`src/rtl/usr_pkg.sv`:
```
package usr_pkg;
  typedef enum logic [1:0] {
    MODE_HOLD = 2'b00,
    MODE_SHR  = 2'b01,
    MODE_SHL  = 2'b10,
    MODE_LOAD = 2'b11
  } mode_e;

  typedef enum logic [2:0] {
    SRC_SELF,
    SRC_LEFT,
    SRC_RIGHT,
    SRC_PAR,
    SRC_ZERO
  } src_e;
endpackage

```
`src/rtl/usr_ctl.sv`:
```
module usr_ctl
  import usr_pkg::*;
(
  input  logic       clr,
  input  logic [1:0] mode,
  output src_e       src
);
  always_comb begin
    if (clr) begin
      src = SRC_ZERO;
    end else begin
      unique case (mode_e'(mode))
        MODE_HOLD: src = SRC_SELF;
        MODE_SHR:  src = SRC_LEFT;
        MODE_SHL:  src = SRC_RIGHT;
        MODE_LOAD: src = SRC_PAR;
        default:   src = SRC_SELF;
      endcase
    end
  end
endmodule

```
`src/rtl/usr_cell.sv`:
```
module usr_cell
  import usr_pkg::*;
(
  input  logic clk,
  input  src_e src,
  input  logic from_left,
  input  logic from_right,
  input  logic par,
  output logic q
);
  logic nxt;

  always_comb begin
    unique case (src)
      SRC_SELF:  nxt = q;
      SRC_LEFT:  nxt = from_left;
      SRC_RIGHT: nxt = from_right;
      SRC_PAR:   nxt = par;
      SRC_ZERO:  nxt = 1'b0;
      default:   nxt = q;
    endcase
  end

  always_ff @(posedge clk) begin
    q <= nxt;
  end
endmodule

```
`src/rtl/usr_shift.sv`:
```
module usr_shift
  import usr_pkg::*;
#(
  parameter int WIDTH = 4
) (
  input  logic             clk,
  input  logic             clr,
  input  logic [1:0]       mode,
  input  logic [WIDTH-1:0] din,
  input  logic             shr_in,
  input  logic             shl_in,
  output logic [WIDTH-1:0] q,
  output logic             msb_out,
  output logic             lsb_out
);
  localparam int MSB = WIDTH - 1;

  src_e             src;
  logic [WIDTH-1:0] lft;
  logic [WIDTH-1:0] rgt;
  logic [WIDTH-1:0] cells;

  usr_ctl u_ctl (
    .clr  (clr),
    .mode (mode),
    .src  (src)
  );

  for (genvar i = 0; i < WIDTH; i++) begin : g_bit
    if (i == MSB) begin : g_top
      assign lft[i] = shr_in;
    end else begin : g_mid_l
      assign lft[i] = cells[i+1];
    end

    if (i == 0) begin : g_bot
      assign rgt[i] = shl_in;
    end else begin : g_mid_r
      assign rgt[i] = cells[i-1];
    end

    usr_cell u_cell (
      .clk        (clk),
      .src        (src),
      .from_left  (lft[i]),
      .from_right (rgt[i]),
      .par        (din[i]),
      .q          (cells[i])
    );
  end

  assign q       = cells;
  assign msb_out = cells[MSB];
  assign lsb_out = cells[0];
endmodule

```
`config.mk`:
```
export PLATFORM = sky130hd
export DESIGN_NAME = usr_shift
export DESIGN_NICKNAME = d
export VERILOG_FILES = /design/src/rtl/usr_pkg.sv /design/src/rtl/usr_ctl.sv /design/src/rtl/usr_cell.sv /design/src/rtl/usr_shift.sv
export SDC_FILE = /design/constraint.sdc
export NUM_CORES = 1
export LEC_CHECK = 0
export CAP_MARGIN = 5
export CORE_AREA = 2 2 39 41
export CTS_BUF_LIST = sky130_fd_sc_hd__clkbuf_8
export DETAILED_ROUTE_END_ITERATION = 10
export DIE_AREA = 0 0 41 43
export PLACE_DENSITY = 0.57
export SYNTH_ARGS = -nofsm -noshare
export SYNTH_HDL_FRONTEND = slang
export SYNTH_SLANG_ARGS = --single-unit
```
`constraint.sdc`:
```
create_clock -name clk -period 1.2 [get_ports clk]
set_input_delay 0.3 -clock clk [delete_from_list [all_inputs] [get_ports clk]]
set_output_delay 0.3 -clock clk [all_outputs]
set_load 0.02 [all_outputs]
```
==> out/qor.yml <==
path_clk_slew_ns: 0.03
worst_setup_path_end_kind: "output pin"
top_register: "g_bit.u_cell.q"
cellLeakagePower_nw: 0.202
clockBufferDepth: 2
vias_per_cell: 4.11
top_regs: "g_bit.u_cell.q (4)"
post-synth-top-area-cell: "edfxtp_1"
muxShareOfSynthArea: 0.152
start_util: 0.191
path_delay_family: "flip-flops"
period_minus_slack_ns: 1.16
ant_nets: 0
report.final.slew_viol_count: 0
relSlewSlack: 0.807
yosys.area_share.adder: 0
grt.total_usage: 0.0898
clk_latency_ns: 0.22
die_w_um: 41
dpl.hpwl_um: 467
ir_drop_mv: 0.350
synth_cells: 23
finClkSkew_ns: 0.000425
drc: 0
area_growth_pct: 67.8
max_stage_delay_ns: 0.38
arrival_ns: 0.86
io_pins: 16
gp_congestion: 0.750
finalSetupTns_ns: 0
power.density_mw_per_mm2: 1340
synth_xor_area_frac: 0
fmax_mhz: 862
drt-initial-drc-count: 2
diodes: 0
die_h_um: 43
grt_start_max_net_pins: 9
ys_ff_latch: 4
root_buffer: "clkbuf_8"
detail_route.wl_per_cell_um: 11.1
cp_cell_sequence: "clkdlybuf4s15_2"
worst_setup_path_start_kind: "register"
clock_sinks: 4
ys_seq_area_frac: 0.455
synth_cell_types: 7
drive_above_1_share: 0.375
largest_register_ffs: 4
layout.nets: 52
hold_viol_final: 0
grt_pass1_wl_um: 938
crit_buf_inv: 1
dp.cells: 53
synth_compound_area_frac: 0.114
setup_viol: 0
grt_pass1_vias: 240
die_area_mm2: 0.00176
antenna_found_initial: 0
dr.pass1.iters: 2
cts_tree: "yes"
yosys.area_share.simple: 0.0806
synth_area_leaders: "edfxtp_1, mux2i_1, a211oi_1"
syn_avg_cell_area_um2: 11.5
crit_type: "register to output pin"
synth_nets: 33
status: "completed"
layoutNonFillerInstCount: 56
std_cell_rows: 14
crit_slowest_cell: "edfxtp_1"
routed_wl_um: 620
fin_crit_sh: 0.966
port_buffers: 15
synth_area_um2: 264
synth_top_family_by_area: "buffers and inverters"
cp_max_fo: 2
coreArea_mm2: 0.00138
grt_overflow_total: 0
min_path_type: "input port to register"
synthesis.yosys.warnings: 0
grt_setup_unrepaired: "false"
drv_cap: 0
critPathRequiredTime_ns: 0.90
num_vias: 230
ctsHoldBuffers: 0
cts_inserted_buffers: 3
synth_top_cell_area_share: 0.455
htree_levels: 1
worst_pin_slew_ns: 0.289
[routing by layer]
layer,global-route usage,part of all wire,vias to the layer above
li1,-,-,115
met1,0.0915,0.40,101
met2,0.116,0.46,11
met3,0.0471,0.10,3
met4,0.100,0.034,0
met5,0,0,-
[layout make-up]
type,count,area (um^2)
Timing Repair Buffer,20,165
Multi-Input combinational cell,13,96.3
Clock buffer,3,41.3
Tap cell,16,20.0
Fill cell,145,941
Sequential cell,4,120
[kinds of logic after synthesis]
kind of cell	after synthesis
AO/OA/AOI/OAI	4
buffers and inverters	6
flip-flops	4
multiplexers	4
AND/OR/NAND/NOR	5
[path summary, 6_finish.rpt]
path                                   startpoint           endpoint  slack [ns]  depth (start not counted)
worst max-delay path            g_bit[2].u_cell.q               q[2]        0.04                          1
worst min-delay path                      mode[1]  g_bit[0].u_cell.q        0.47                          2
worst max register to register  g_bit[1].u_cell.q  g_bit[2].u_cell.q        0.18                          3
worst min register to register  g_bit[1].u_cell.q  g_bit[0].u_cell.q        0.81                          3
[worst reg2reg max path, cell delays in order (launching register included)]
cell      delay [ns]
edfxtp_1        0.37
buf_4           0.15
mux2i_1         0.14
a211oi_1        0.10
[synthesized netlist by cell type]
master    number
buf_6          2
buf_4          4
or3_1          1
a211oi_1       4
nor2_1         4
edfxtp_1       4
mux2i_1        4
[power breakdown]
group | total [mW] | switching, mW | leakage (nW) | internal, mW
clock network | 0.287 | 0.0727 | 0.0216 | 0.214
logic | 0.130 | 0.0608 | 0.136 | 0.0689
registers | 0.178 | 0.00742 | 0.0449 | 0.171
total | 0.595 | 0.141 | 0.202 | 0.454
[timing repair]
item | in CTS | in global routing
resized for setup | 21 | 4
buffers inserted | 0 | 0
setup endpoints to repair | 14 | 8
[through the flow]
step	util	power, mW	setup slack, ns	hold WS, ns	cell area, um^2
after floorplan	-	0.258	0.0924	0.492	264
after global placement	0.303	0.329	-0.387	0.811	419
after detailed placement	0.303	0.328	-0.399	0.811	419
after CTS	0.331	0.607	0.00546	0.796	458
after global routing	0.320	0.625	0.00319	0.498	443
final	0.320	0.595	0.0404	0.471	443
[cells in the final DEF, fill, tap and decap left out, drive strengths merged]
cell type	n
a211oi	4
buf	9
clkbuf	4
clkdlybuf4s15	1
clkdlybuf4s50	7
dlygate4sd2	1
dlymetal6s2s	1
edfxtp	4
mux2i	4
nor2	4
or3	1
Note: power is estimated with default switching activity, not from simulation.
